## config.mk

```make
export PLATFORM = sky130hd
export DESIGN_NAME = fir_seq
export DESIGN_NICKNAME = d
export VERILOG_FILES = /design/src/rtl/fir_seq.sv
export SDC_FILE = /design/constraint.sdc
export NUM_CORES = 1
export LEC_CHECK = 0
export ABC_AREA = 1
export BUFFER_PORTS_ARGS = -buffer_cell sky130_fd_sc_hd__buf_2
export CAP_MARGIN = 15
export CORE_MARGIN = 2
export CORE_UTILIZATION = 58
export CTS_CLUSTER_DIAMETER = 30
export DETAILED_ROUTE_END_ITERATION = 6
export PLACE_DENSITY = 0.87
export SYNTH_ARGS = -nofsm -noshare
export SYNTH_HDL_FRONTEND = slang
export SYNTH_SLANG_ARGS = --single-unit
```

## constraint.sdc

```tcl
create_clock -name clk -period 5.7 [get_ports clk]
set_input_delay 0.855 -clock clk [delete_from_list [all_inputs] [get_ports clk]]
set_output_delay 0.855 -clock clk [all_outputs]
set_load 0.1 [all_outputs]
```

## src/rtl/fir_seq.sv

```systemverilog
module fir_seq #(
  parameter int DW   = 8,
  parameter int AW   = 8,
  parameter int ACCW = 18
) (
  input  logic                   clk,
  input  logic                   rst_n,
  input  logic                   run,
  input  logic [AW-1:0]          base_in,
  input  logic [AW-1:0]          base_out,
  input  logic                   coef_we,
  input  logic [1:0]             coef_sel,
  input  logic signed [DW-1:0]   coef_data,
  output logic                   rd_en,
  output logic [AW-1:0]          rd_addr,
  input  logic signed [DW-1:0]   rd_data,
  output logic                   wr_en,
  output logic [AW-1:0]          wr_addr,
  output logic signed [ACCW-1:0] wr_data,
  output logic                   done
);
  localparam int NTAP = 4;
  localparam int PW   = 2 * DW;
  localparam logic [3:0] S_RD   = 4'd4;
  localparam logic [3:0] S_LD   = 4'd5;
  localparam logic [3:0] S_LAST = 4'd13;

  logic [3:0]            step;
  logic [AW-1:0]         ax, ay;
  logic signed [DW-1:0]  xd [NTAP];
  logic signed [DW-1:0]  wc [NTAP];
  logic signed [ACCW-1:0] t1, t2;
  logic                  active;
  logic [1:0]            tap;
  logic signed [PW-1:0]  prod;
  logic signed [ACCW-1:0] prod_x, sum;

  assign active  = run || (step != 4'd0);
  assign rd_en   = active && (step == S_RD);
  assign rd_addr = ax;
  assign wr_en   = step == S_LAST;
  assign wr_addr = ay;
  assign wr_data = t1;
  assign done    = wr_en;

  always_comb begin
    case (step)
      4'd7:    tap = 2'd1;
      4'd9:    tap = 2'd2;
      4'd11:   tap = 2'd3;
      default: tap = 2'd0;
    endcase
  end

  assign prod   = wc[tap] * xd[tap];
  assign prod_x = ACCW'(prod);
  assign sum    = t1 + t2;

  always_ff @(posedge clk) begin
    if (!rst_n) begin
      for (int i = 0; i < NTAP; i++) wc[i] <= '0;
    end else if (coef_we) begin
      wc[coef_sel] <= coef_data;
    end
  end

  always_ff @(posedge clk) begin
    if (!rst_n) begin
      step <= '0;
      ax   <= base_in - 1'b1;
      ay   <= base_out - 1'b1;
      t1   <= '0;
      t2   <= '0;
      for (int i = 0; i < NTAP; i++) xd[i] <= '0;
    end else if (active) begin
      step <= (step == S_LAST) ? 4'd0 : step + 4'd1;
      case (step)
        4'd0:  xd[3] <= xd[2];
        4'd1:  xd[2] <= xd[1];
        4'd2:  xd[1] <= xd[0];
        4'd3:  ax    <= ax + 1'b1;
        S_LD:  xd[0] <= rd_data;
        4'd6:  t1    <= prod_x;
        4'd7, 4'd9, 4'd11: t2 <= prod_x;
        4'd8, 4'd10: t1 <= sum;
        4'd12: begin
          t1 <= sum;
          ay <= ay + 1'b1;
        end
        default: ;
      endcase
    end
  end

  p_rd_before_wr_r6: assert property (@(posedge clk) disable iff (!rst_n)
    wr_en |-> $past(rd_en, 9));

  p_x1_capture_r6: assert property (@(posedge clk) disable iff (!rst_n)
    (rst_n && $past(rd_en) && $past(rst_n)) |=> xd[0] == $past(rd_data));

  p_single_wr_r3: assert property (@(posedge clk) disable iff (!rst_n)
    wr_en |=> !wr_en);

  p_ax_step_r4: assert property (@(posedge clk) disable iff (!rst_n)
    (active && step == 4'd3) |=> ax == $past(ax) + 1'b1);

  p_ay_step_r5: assert property (@(posedge clk) disable iff (!rst_n)
    (step == 4'd12) |=> ay == $past(ay) + 1'b1);

  p_parked_r8: assert property (@(posedge clk) disable iff (!rst_n)
    (!run && step == 4'd0) |=> $stable(ax) && $stable(ay) && !wr_en);

  p_done_r7: assert property (@(posedge clk) disable iff (!rst_n)
    done |-> (wr_en && step == S_LAST));
endmodule

```

# After elaboration in Yosys (flattened, before gate mapping)
# Memories as Yosys holds them, arrays and structs flattened.
# Cells that the tools add are included.
# word_totals
regBits	54
mem_bits_rw	64
inputBits	38
output_inout_bits	37
memories	2
# classes
n_addsub	6
n_mul	1
n_eq_ne	16
muxes	36
n_bitwise	4
reduce_logical	12
# memory_table
memory	words	width	read_ports	rd_ports_with_merged_regs	wr	line	text
wc	4	8	1	0	4	31	logic signed [DW-1:0] wc [NTAP];
xd	4	8	4	0	4	30	logic signed [DW-1:0] xd [NTAP];
# op_table
operator	count
two-way mux 8 bit	11
case mux 18 bit (2 select lines)	1
== test 4 bit, second input constant	6
two-way mux 1 bit	21
adder 18 x 16 -> 18 bit	1
adder 8 x 1 -> 8 bit, second input constant	2
== test 4 x 3 -> 1 bit, second input constant	4
multiplier 8 x 8 -> 16 bit	1
subtractor 8 x 1 -> 8 bit, second input constant	2
== test 4 x 2 -> 1 bit, second input constant	2
AND reduction 2 bit	4
OR reduction 8 bit	1
!= test 2 x 1 -> 1 bit, second input constant	3
case mux 2 bit (3 select lines)	1
OR reduction 3 bit	2
adder 4 x 1 -> 4 bit, second input constant	1
== test 4 x 1 -> 1 bit, second input constant	1
logical NOT 4 bit	1
two-way mux 4 bit	1
OR 1 bit	4
nonzero test 4 bit	1
two-way mux 2 bit	1
nonzero test 2 bit	1
logical AND 1 bit	1
logical OR 1 bit	1

# Longest topological paths before layout
# depth
word_depth	6
ltp_mapped	33
mapped_depth_nobuf	31

# Least setup slack after synthesis
# Ideal clock, no wire load.
# synth_path
path_kind	reg-to-reg
from	register step[3]
to	register t1[17], in the netlist wr_data[17]
setup_ns	0.109
t_arrival_ns	4.939
t_required_ns	5.591
setup_slack_ns	0.652
stages_incl_launch_ff	29
n_path_buf	3
synth_period_minus_slack_ns	5.048
path_cell_list	dfxtp_1 -> buf_2 -> nor2_4 -> inv_2 -> nand3_4 -> buf_4 -> nand2_1 -> a32o_1 -> buf_6 -> nor2_1 -> fa_1 -> inv_1 -> fa_1 -> fa_1 -> fa_1 -> inv_1 -> ha_1 -> nand2_1 -> nand2_1 -> inv_1 -> nor2_1 -> nor2_1 -> nand2_1 -> nor2_1 -> nand3_1 -> nand3_1 -> nand3_1 -> nand2_1 -> inv_1
# synth_via
elab_chain_len	5
# synth_rtl
item	line	text
start, declared	28	logic [3:0] step;
start signal, assigned	76	step <= (step == S_LAST) ? 4'd0 : step + 4'd1;
== test 4 bit or == test 4 x 3 -> 1 bit (tied branches)	47	case (step)
case mux 2 bit (3 select lines)	47	
memory read (4 x 8 bit) (on tied branches)	--	
multiplier 8 x 8 -> 16 bit	55	assign prod = wc[tap] * xd[tap];
case mux 18 bit (2 select lines)	77	case (step)
end signal, assigned	83	4'd6: t1 <= prod_x;
end signal, assigned	85	4'd8, 4'd10: t1 <= sum;
end signal, assigned	87	t1 <= sum;
end, declared	32	logic signed [ACCW-1:0] t1, t2;
# Parallel ways exist; a longest one is shown, timed or not.
# A chain may end at the register's enable or synchronous reset.

# Worst setup path in the final report
# layout_path
from	register step[1]
to	register t1[17], in the netlist wr_data[17]
# Same word-level chain as after synthesis.

==> results.sh <==
export IMPL_status="completed"
export IMPL_layout_setup_ws_ns=0.315
export IMPL_cts_buffers=17
export IMPL_worstHoldPathType="flip-flop to flip-flop"
export IMPL_h_tree_depth=4
export IMPL_ys_top_cells_by_area="edfxtp_1 (26%), fa_1 (12%), nand2_1 (9.5%), inv_1 (8.8%), dfxtp_1 (8.1%)"
export IMPL_grt_pass1_wl_mm=35.9
export IMPL_dr_total_vias=8265
export IMPL_fin_crit_sh=0.945
export IMPL_layout_nets=1424
export IMPL_synth_main_ff_cell="edfxtp_1"
export IMPL_fp_dieW_microns=131
export IMPL_post_place_ws_ns=-0.0831
export IMPL_synth_avg_cell_area_sq_um=7.81
export IMPL_diodes=0
export IMPL_synth_distinct_cells=53
export IMPL_row_count=46
export IMPL_cts_tree="done"
export IMPL_cts_buffer_depth=2
export IMPL_drt_iter0_markers=640
export IMPL_areaGrowthSynthToFinish_pct=13.6
export IMPL_cp_arrival_ns=5.71
export IMPL_clock_root_buffer="clkbuf_16"
export IMPL_clock_skew_final_ns=0.0155
export IMPL_yosysSeqAreaShare=0.338
export IMPL_clk_pin_slew_ns=0.06
export IMPL_start_util=0.591
export IMPL_worst_hold_slack_ns=0.492
export IMPL_syn_inst=1197
export IMPL_peakVddDrop_v=0.000247
export IMPL_synth_most_common_cell="nand2_1"
export IMPL_fill_cells=1188
export IMPL_io_pins=75
export IMPL_die_y_microns=131
export IMPL_io_buffers=74
export IMPL_viasPerCell=5.48
export IMPL_cp_required_ns=6.02
export IMPL_globalplace_congestion=0.948
export IMPL_insertion_delay_ns=0.43
export IMPL_core_region_area_sq_mm=0.0158
export IMPL_max_freq_ghz=0.186
export IMPL_grt_pass1_vias=7814
export IMPL_cp_max_fo=9
export IMPL_synth_commonest_cells="nand2_1 (237), inv_1 (219), nor2_1 (171)"
export IMPL_relSlewSlack=0.264
export IMPL_ant_nets=0
export IMPL_syn_area_sq_mm=0.00935
export IMPL_fin_crit_ns=5.39
export IMPL_slew_viol_final=0
export IMPL_synth_nets=1341
export IMPL_overflow=0
export IMPL_synth_top_cell_area_share=0.257
export IMPL_maxCapViolCount=0
export IMPL_p_leak_uw=0.00539
export IMPL_critPathLaunchType="flip-flop"
export IMPL_setup_viol=0
export IMPL_hpwl_mm=15.5
export IMPL_hold_violations=0
export IMPL_synth_seq_cells=118
export IMPL_synth_edf_count=80
export IMPL_drt_wl_total_mm=22.1
export IMPL_avgRoutedWirePerCell_microns=14.7
export IMPL_yosysTopAreaCell="edfxtp_1"
export IMPL_worstMarginPinSlew_ns=1.09
export IMPL_grt_start_max_net_pins=59
export IMPL_cts_sinks=118
export IMPL_fin_util=0.671
export IMPL_grt_use_total=0.266
export IMPL_antenna_found_initial=0
export IMPL_critPathKind="flip-flop to flip-flop"
export IMPL_drive_gt1_frac=0.138
export IMPL_ys_async_sr_fraction=0
export IMPL_fp_dieArea_sq_mm=0.0171
export IMPL_dr_pass1_iters=5
export IMPL_tns_ns=0
export IMPL_drcViolationCount=0
export IMPL_p_per_area_mw_per_mm2=296
export IMPL_end_kind="flip-flop"
export IMPL_ys_warn_count=0
-- worst max-delay path, cell delays in order, from the launching register on --
cell     delay (ns)
dfxtp_1        0.41
nand2_1        0.15
inv_4          0.15
nand3_4        0.18
a21oi_1        0.18
a32o_2         0.30
nor2_1         0.11
fa_2           0.65
inv_2          0.10
fa_1           0.55
inv_1          0.06
fa_1           0.53
inv_1          0.05
fa_1           0.52
inv_1          0.04
ha_1           0.35
nand2_1        0.09
nor2_1         0.17
nand3_1        0.14
nand3_1        0.10
nand3_1        0.11
nand3_2        0.13
nand3_1        0.11
nand2_1        0.07
inv_1          0.03
-- metrics by stage --
stage | instances | power [uW] | instance area, sq um
global route | 1509 | 3340 | 10600
detailed placement | 1467 | 2030 | 9900
CTS | 1500 | 3130 | 10500
floorplan | 1197 | 1810 | 9350
global placement | 1467 | 2000 | 9900
finish | 1509 | 3150 | 10600
-- cell families after synthesis --
| logic type | Yosys count | share of synthesized area |
|---|---|---|
| compound gates | 165 | 0.108 |
| xor+xnor | 23 | 0.0215 |
| fa+ha+maj | 106 | 0.187 |
| buf+inv | 263 | 0.111 |
| flops | 118 | 0.338 |
| simple gates | 522 | 0.235 |
-- metal layers --
| metal | vias up | wire, microns | global-route usage |
|---|---|---|---|
| met5 | - | 0 | 0 |
| met4 | 0 | 655 | 0.117 |
| met2 | 402 | 10900 | 0.454 |
| met3 | 72 | 1530 | 0.0476 |
| met1 | 3804 | 9050 | 0.332 |
| li1 | 3987 | - | - |
-- cell usage in the layout, fill, tap and decap left out, types with 3 or more instances in the layout --
cell        count
clkbuf_16      17
o21ai_2         8
a21oi_1        40
nand3_2         4
nand2_1       236
clkinvlp_4      5
nand4_1         6
o211ai_1        6
xor2_1         12
buf_2          76
a21oi_4         3
inv_2          16
fa_1           55
nand3b_1        9
o21bai_1        7
bufinv_16       3
buf_4          11
o21ai_1         4
dfxtp_1        36
edfxtp_1       80
xnor2_1        11
inv_6           3
nor2_1        169
inv_1         216
a21o_1          3
a22o_1          6
o22ai_1        11
inv_4           3
or2_2           7
o21ai_0        62
nand3_1        62
a211oi_1        3
ha_1           49
nor3_1         13
nor2_4          3
-- what timing repair did --
item / in CTS / in global routing
setup endpoints to repair: 4 / 17
resized for setup: 3 / 16
cloned: 1 / 2
pin swaps: 0 / 3
buffers inserted: 0 / 4
hold buffers: 0 / 0
-- state kept, by name (all words and copies together), names as in the netlist --
register / cells
xd: 32
wr_data: 18
step: 4
wr_addr: 8
t2: 16
wc: 32
rd_addr: 8
-- report_power, final --
part,switching [uW],internal (uW),total (uW),leakage [uW]
logic,683,357,1040,0.00399
clock network,420,688,1110,0.000280
registers,27.3,971,998,0.00111
total,1130,2020,3150,0.00539
-- final cells by class --
type | instances | area [sq um] | share of cell area
inverters | 236 | 898 | 0.0846
clock buffers | 17 | 425 | 0.0401
repair inverters | 1 | 6.26 | 0.000589
multi-input cells | 818 | 5210 | 0.491
well taps | 216 | 270 | 0.0254
clock inverters | 15 | 176 | 0.0166
flip-flops and latches | 118 | 3170 | 0.298
repair buffers | 88 | 468 | 0.0441
-- final timing paths --
kind              startpoint           to  slack, ns  cells past startpoint
setup / recovery     step[1]  wr_data[17]       0.31                     24
hold / removal       step[0]      step[0]       0.49                      1
setup reg to reg     step[1]  wr_data[17]       0.31                     24
hold reg to reg      step[0]      step[0]       0.49                      1
No activity file was read; power rests on OpenSTA's default activity.
